**src/rtl/disp_write_pkg.sv**
```systemverilog
package disp_write_pkg;
  localparam int DEPTH  = 8;
  localparam int CODE_W = 6;
  localparam int ADDR_W = $clog2(DEPTH);
  localparam int PTR_W  = $clog2(DEPTH + 1);
  localparam logic [CODE_W-1:0] BLANK_CODE = 6'b100000;

  // Strobes from control to datapath
  typedef struct packed {
    logic              wrEn;
    logic              clrAll;
    logic [ADDR_W-1:0] wrAddr;
  } wrStrobe_t;
endpackage

```
**src/rtl/disp_write_sync.sv**
```systemverilog
module disp_write_sync #(
  parameter int   STAGES    = 2,
  parameter logic RESET_VAL = 1'b0
) (
  input  logic clk,
  input  logic rst_n,
  input  logic d,
  output logic q
);
  logic [STAGES-1:0] chain;

  always_ff @(posedge clk or negedge rst_n) begin
    if (!rst_n) chain <= {STAGES{RESET_VAL}};
    else        chain <= {chain[STAGES-2:0], d};
  end

  assign q = chain[STAGES-1];
endmodule

```
**src/rtl/disp_write_fsm.sv**
```systemverilog
module disp_write_fsm
  import disp_write_pkg::*;
#(
  parameter int SYNC_STAGES = 2
) (
  input  logic              clk,
  input  logic              rst_n,
  input  logic              wrN,
  input  logic              csN,
  input  logic              modeSel,
  input  logic [ADDR_W-1:0] addrIn,
  input  logic              standby,
  output wrStrobe_t         strobes,
  output logic              fullOut,
  output logic              fullOe,
  output logic              wrBusy,
  output logic              modeSeq
);
  localparam int SEN_BIT = 0;
  localparam int CLR_BIT = 1;

  logic strobeSync, strobePrev, clrSync;
  logic openPulse, closePulse, clrAll, accept, full;
  logic senLat, oeReg, busyReg;
  logic [ADDR_W-1:0] addrLat;
  logic [PTR_W-1:0]  seqPtr;

  disp_write_sync #(.STAGES(SYNC_STAGES), .RESET_VAL(1'b0)) u_strobeSync (
    .clk(clk), .rst_n(rst_n), .d(~wrN & ~csN), .q(strobeSync));

  disp_write_sync #(.STAGES(SYNC_STAGES), .RESET_VAL(1'b1)) u_clrSync (
    .clk(clk), .rst_n(rst_n), .d(addrIn[CLR_BIT]), .q(clrSync));

  always_ff @(posedge clk or negedge rst_n) begin
    if (!rst_n) strobePrev <= 1'b0;
    else        strobePrev <= strobeSync;
  end

  assign openPulse  = strobeSync & ~strobePrev;
  assign closePulse = ~strobeSync & strobePrev;
  assign full       = (seqPtr == PTR_W'(DEPTH));
  assign clrAll     = modeSeq & ~clrSync;
  assign accept     = closePulse & ~clrAll & (~modeSeq | (senLat & ~full));

  // Latches taken as the strobe opens
  always_ff @(posedge clk or negedge rst_n) begin
    if (!rst_n) begin
      modeSeq <= 1'b0;
      senLat  <= 1'b0;
      addrLat <= '0;
    end else if (openPulse) begin
      modeSeq <= modeSel;
      senLat  <= addrIn[SEN_BIT];
      addrLat <= addrIn;
    end
  end

  always_ff @(posedge clk or negedge rst_n) begin
    if (!rst_n)                seqPtr <= '0;
    else if (clrAll)           seqPtr <= '0;
    else if (accept & modeSeq) seqPtr <= seqPtr + 1'b1;
  end

  always_ff @(posedge clk or negedge rst_n) begin
    if (!rst_n)                     busyReg <= 1'b0;
    else if (openPulse)             busyReg <= ~modeSel | (addrIn[SEN_BIT] & ~full);
    else if (closePulse)            busyReg <= 1'b0;
  end

  always_ff @(posedge clk or negedge rst_n) begin
    if (!rst_n)                     oeReg <= 1'b0;
    else if (openPulse & ~modeSel)  oeReg <= 1'b0;
    else if (closePulse & modeSeq)  oeReg <= 1'b1;
  end

  assign strobes.wrEn   = accept;
  assign strobes.clrAll = clrAll;
  assign strobes.wrAddr = modeSeq ? seqPtr[ADDR_W-1:0] : addrLat;
  assign fullOut        = full;
  assign fullOe         = oeReg & ~standby;
  assign wrBusy         = busyReg;
endmodule

```
**src/rtl/disp_write_mem.sv**
```systemverilog
module disp_write_mem
  import disp_write_pkg::*;
(
  input  logic              clk,
  input  logic              rst_n,
  input  wrStrobe_t         strobes,
  input  logic [CODE_W-1:0] dataIn,
  input  logic [ADDR_W-1:0] rdAddr,
  output logic [CODE_W-1:0] rdData
);
  logic [CODE_W-1:0] words [DEPTH];

  always_ff @(posedge clk or negedge rst_n) begin
    if (!rst_n) begin
      for (int i = 0; i < DEPTH; i++) words[i] <= BLANK_CODE;
    end else if (strobes.clrAll) begin
      for (int i = 0; i < DEPTH; i++) words[i] <= BLANK_CODE;
    end else if (strobes.wrEn) begin
      words[strobes.wrAddr] <= dataIn;
    end
  end

  assign rdData = words[rdAddr];
endmodule

```
**src/rtl/disp_write_ctrl.sv**
```systemverilog
module disp_write_ctrl
  import disp_write_pkg::*;
#(
  parameter int SYNC_STAGES = 2
) (
  input  logic              clk,
  input  logic              rst_n,
  input  logic              wrN,
  input  logic              csN,
  input  logic              modeSel,
  input  logic [CODE_W-1:0] dataIn,
  input  logic [ADDR_W-1:0] addrIn,
  input  logic              standby,
  input  logic [ADDR_W-1:0] rdAddr,
  output logic [CODE_W-1:0] rdData,
  output logic              fullOut,
  output logic              fullOe,
  output logic              wrBusy
);
  wrStrobe_t strobes;
  logic      modeSeq;

  disp_write_fsm #(.SYNC_STAGES(SYNC_STAGES)) u_fsm (
    .clk(clk), .rst_n(rst_n), .wrN(wrN), .csN(csN), .modeSel(modeSel),
    .addrIn(addrIn), .standby(standby), .strobes(strobes),
    .fullOut(fullOut), .fullOe(fullOe), .wrBusy(wrBusy), .modeSeq(modeSeq));

  disp_write_mem u_mem (
    .clk(clk), .rst_n(rst_n), .strobes(strobes), .dataIn(dataIn),
    .rdAddr(rdAddr), .rdData(rdData));
endmodule

```
**config.mk**
```make
export PLATFORM = sky130hd
export DESIGN_NAME = disp_write_ctrl
export DESIGN_NICKNAME = d
export VERILOG_FILES = /design/src/rtl/disp_write_pkg.sv /design/src/rtl/disp_write_sync.sv /design/src/rtl/disp_write_fsm.sv /design/src/rtl/disp_write_mem.sv /design/src/rtl/disp_write_ctrl.sv
export SDC_FILE = /design/constraint.sdc
export NUM_CORES = 1
export LEC_CHECK = 0
export BUFFER_PORTS_ARGS = -buffer_cell sky130_fd_sc_hd__buf_2
export CAP_MARGIN = 20
export CELL_PAD_IN_SITES_DETAIL_PLACEMENT = 1
export CELL_PAD_IN_SITES_GLOBAL_PLACEMENT = 2
export CORE_ASPECT_RATIO = 0.9
export CORE_MARGIN = 2
export CORE_UTILIZATION = 44
export CTS_CLUSTER_DIAMETER = 150
export DETAILED_ROUTE_END_ITERATION = 6
export GPL_TIMING_DRIVEN = 1
export PLACE_DENSITY_LB_ADDON = 0.1
export SLEW_MARGIN = 0
export SYNTH_ARGS = -nofsm -noshare
export SYNTH_HDL_FRONTEND = slang
export SYNTH_HIERARCHICAL = 1
export SYNTH_SLANG_ARGS = --single-unit
export TNS_END_PERCENT = 10
```
**constraint.sdc**
```tcl
create_clock -name clk -period 4.3 [get_ports clk]
set_clock_uncertainty 0.05 [all_clocks]
set_input_delay 0.215 -clock clk [delete_from_list [all_inputs] [get_ports clk]]
set_output_delay 0.215 -clock clk [all_outputs]
set_load 0.01 [all_outputs]
```
==> qor.txt <==
Predominant post-synthesis flop cell: dfrtp_1
Post-layout min period: 3.02 ns
Post-CTS Setup Repair Bufs: 0
Sequential cell area fraction in the yosys report: 0.502
Pwr Density: 388 nW/um^2
Tightest Pin Transition: 0.997 ns
Iter 0 DRT Violations: 58
Nets in the synthesized netlist: 276
Syn Inst Count: 254
Commonest non-fill, non-tap cell in the layout: dfrtp_1
LEAKAGE: 1.76 nW
Critical Path RT: 4.45 ns
Arrival time worst endpoint: 3.17 ns
Worst slew margin: 0.326
Routed len/inst: 19.3 um
FP Rows: 29
Most frequent cells in the layout: dfrtp_1, nor2_1, mux2i_1
Worst setup path start: u_fsm/seqPtr[0]
Comb pwr share: 0.146
Synth-to-layout area growth: 12.6%
Synth cell types: 33
Clock latency on the worst-skew pair: 0.34 ns
CP max-delay cell: nor4bb_2
Placer congestion estimate: 0.754
CP Class: flop to flop
Initial antenna violation count: 0
Slew Viols, Final: 0
ANT cells: 0
Sw frac: 0.267
R2r startpoint: u_fsm/seqPtr[0]
CP endpoint kind: flop
Vias: 2,048
Clk root buf: clkbuf_8
CTS Sinks: 63
Max Cap Viol: 0
Die X: 93.4 um
Clock Path Buffers: 2
Nets@finish: 298
First-pass detailed-route iteration total: 4
All-Layer GR Usage: 0.205
Non-Filler Instances: 374
Endpoints failing setup: 0
Status: finished, final reports clean
Flop and latch count out of synthesis: 63
Setup TNS: 0 ns
Pint: 0.00101 W
Number of instances in the placed design: 353
Via density: 5.48
R2r worst-path depth: 8
Startpoint class of the critical path: flop
Ratio of cells with drive above 1 in the final layout: 0.270
Die H: 84.5 um
First-pass GRT wire length: 12,000 um
TritonCTS buffer count: 9
Hold Vio Cnt, Final: 0
Crit share post-route: 0.702
Port Buffers: 26
Pin count of the biggest net entering global routing: 52
WHS Path Cells: 2
Cell Area, Synth: 3170 sq um
Clock power frac: 0.367
Crit path cell chain: inv_1, ha_1, nand3b_4, nand3_1, a21boi_0, nor4bb_2, mux2i_1, nor2_1
Grt ovf: 0
Avg Cell Area, Syn: 12.5 sq um
DRC: 0
Hold_sp: addrIn[2]
Syn. warnings: 6
Ys async rst share: 1.00
Crit path max fanout: 8
H-tree levels: 3
Hold Path Class: primary input to flop
Util after Layout: 0.509
Maximum VDD drop: 0.165 mV
Starting Density: 0.452
EDFF count, synth: 0
Switch Pwr: 0.000368 W
WHS: 0.0758 ns
Antenna Nets Post-Route: 0
Worst-path clk slew: 0.07 ns
Drt total wl: 7240 um
Full die area: 7890 sq um
Vias in the first global route: 2,212
FMAX: 331 MHz
Ports: 27
Dpl hpwl: 4590 um
CTS tree: done
Reg power frac: 0.487
Final Power: 0.00138 W
Core area: 7000 sq um
Unrepaired setup endpoints after global routing: false
Crit path largest cell delay: 0.98 ns
-- critical path: cells and delay by family (launching register included) --
family,cells,cell delay [ns]
AOI/OAI and AO/OA,1,0.57
and+or+nand+nor,4,1.24
DFF,1,0.43
muxes,1,0.26
adders and majority gates,1,0.24
buffers and inverters,1,0.08
-- cell families (layout without fill, tap and decap cells) --
family,Yosys count,after routing,share of synthesized area
and+or+nand+nor,71,71,0.119
muxes,65,65,0.270
DFF,63,63,0.502
buffers and inverters,31,58,0.0502
AOI/OAI and AO/OA,20,20,0.0435
adders and majority gates,4,4,0.0158
-- worst paths after layout --
| kind | end | slack, ns |
|---|---|---|
| worst max-delay path | u_mem/words[20] | 1.28 |
| worst min-delay path | u_fsm/addrLat[2] | 0.08 |
| worst max register to register | u_mem/words[20] | 1.28 |
| worst min register to register | u_fsm/u_strobeSync/chain[1] | 0.30 |
| max in group asynchronous | u_mem/words[23] | 2.84 |
| min in group asynchronous | u_fsm/seqPtr[1] | 0.43 |
-- synth_stat cells, types with 2 or more instances --
library cell / number / area share
a21oi_1: 6 / 0.0095
mux2_2: 13 / 0.046
mux4_2: 2 / 0.014
mux2i_1: 40 / 0.13
nand3_1: 2 / 0.0032
nand4_1: 2 / 0.0040
nand2b_1: 2 / 0.0040
nor4bb_1: 3 / 0.0095
nand4b_1: 3 / 0.0083
a211o_1: 8 / 0.022
buf_2: 5 / 0.0079
buf_6: 3 / 0.011
clkbuf_1: 11 / 0.013
buf_4: 3 / 0.0071
dfrtp_1: 53 / 0.42
ha_1: 4 / 0.016
nor2_1: 45 / 0.053
or3_1: 3 / 0.0059
nand2_1: 3 / 0.0036
o21ai_0: 2 / 0.0032
dfstp_2: 10 / 0.083
inv_1: 7 / 0.0083
mux4_1: 10 / 0.083
nor2b_1: 5 / 0.0099
-- power by group through the flow --
| stage | clock network (W) | logic (W) | registers (W) |
|---|---|---|---|
| 3_5_place_dp | 0 | 0.000200 | 0.000683 |
| 2_1_floorplan | 0 | 0.000155 | 0.000670 |
| 3_3_place_gp | 0 | 0.000195 | 0.000682 |
| 4_1_cts | 0.000526 | 0.000204 | 0.000673 |
| 5_1_grt | 0.000549 | 0.000221 | 0.000679 |
| 6_report | 0.000507 | 0.000202 | 0.000673 |
-- area by class of cell --
| class | count | area (sq um) |
|---|---|---|
| Tap cell | 93 | 116 |
| Inverter | 8 | 32.5 |
| Clock inverter | 4 | 45.0 |
| Multi-Input combinational cell | 160 | 1440 |
| Fill cell | 750 | 3440 |
| Clock buffer | 12 | 145 |
| Sequential cell | 63 | 1590 |
| Timing Repair Buffer | 34 | 200 |
-- registers in the layout, summed over array words and instances, names as in the netlist --
register and flops:
u_mem/words 48, u_fsm/oeReg 1, u_fsm/wrBusy 1, u_fsm/strobePrev 1, u_fsm/u_clrSync/chain 2, u_fsm/addrLat 3
u_fsm/u_strobeSync/chain 2, u_fsm/modeSeq 1, u_fsm/seqPtr 4
-- layer usage --
metal  global-route usage  wire length, um  vias to the layer above
met3               0.0539              196                       10
li1                     -                -                      952
met1                0.283             3590                     1058
met4               0.0602               92                        0
met2                0.321             3360                       28
met5                    0                0                        -
-- timing repair --
action | in CTS | in global routing
resized for setup | 0 | 0
endpoints found under the hold margin | 31 | 0
hold buffers | 4 | 0
-- stage by stage --
| stage | setup WS [ns] | instance area, sq um |
|---|---|---|
| final | 1.28 | 3560 |
| after global placement | 1.33 | 3330 |
| after floorplan | 2.17 | 3170 |
| after global routing | 1.02 | 3560 |
| after CTS | 1.16 | 3560 |
| after detailed placement | 1.23 | 3330 |
Note: power is estimated with default switching activity, not from simulation.
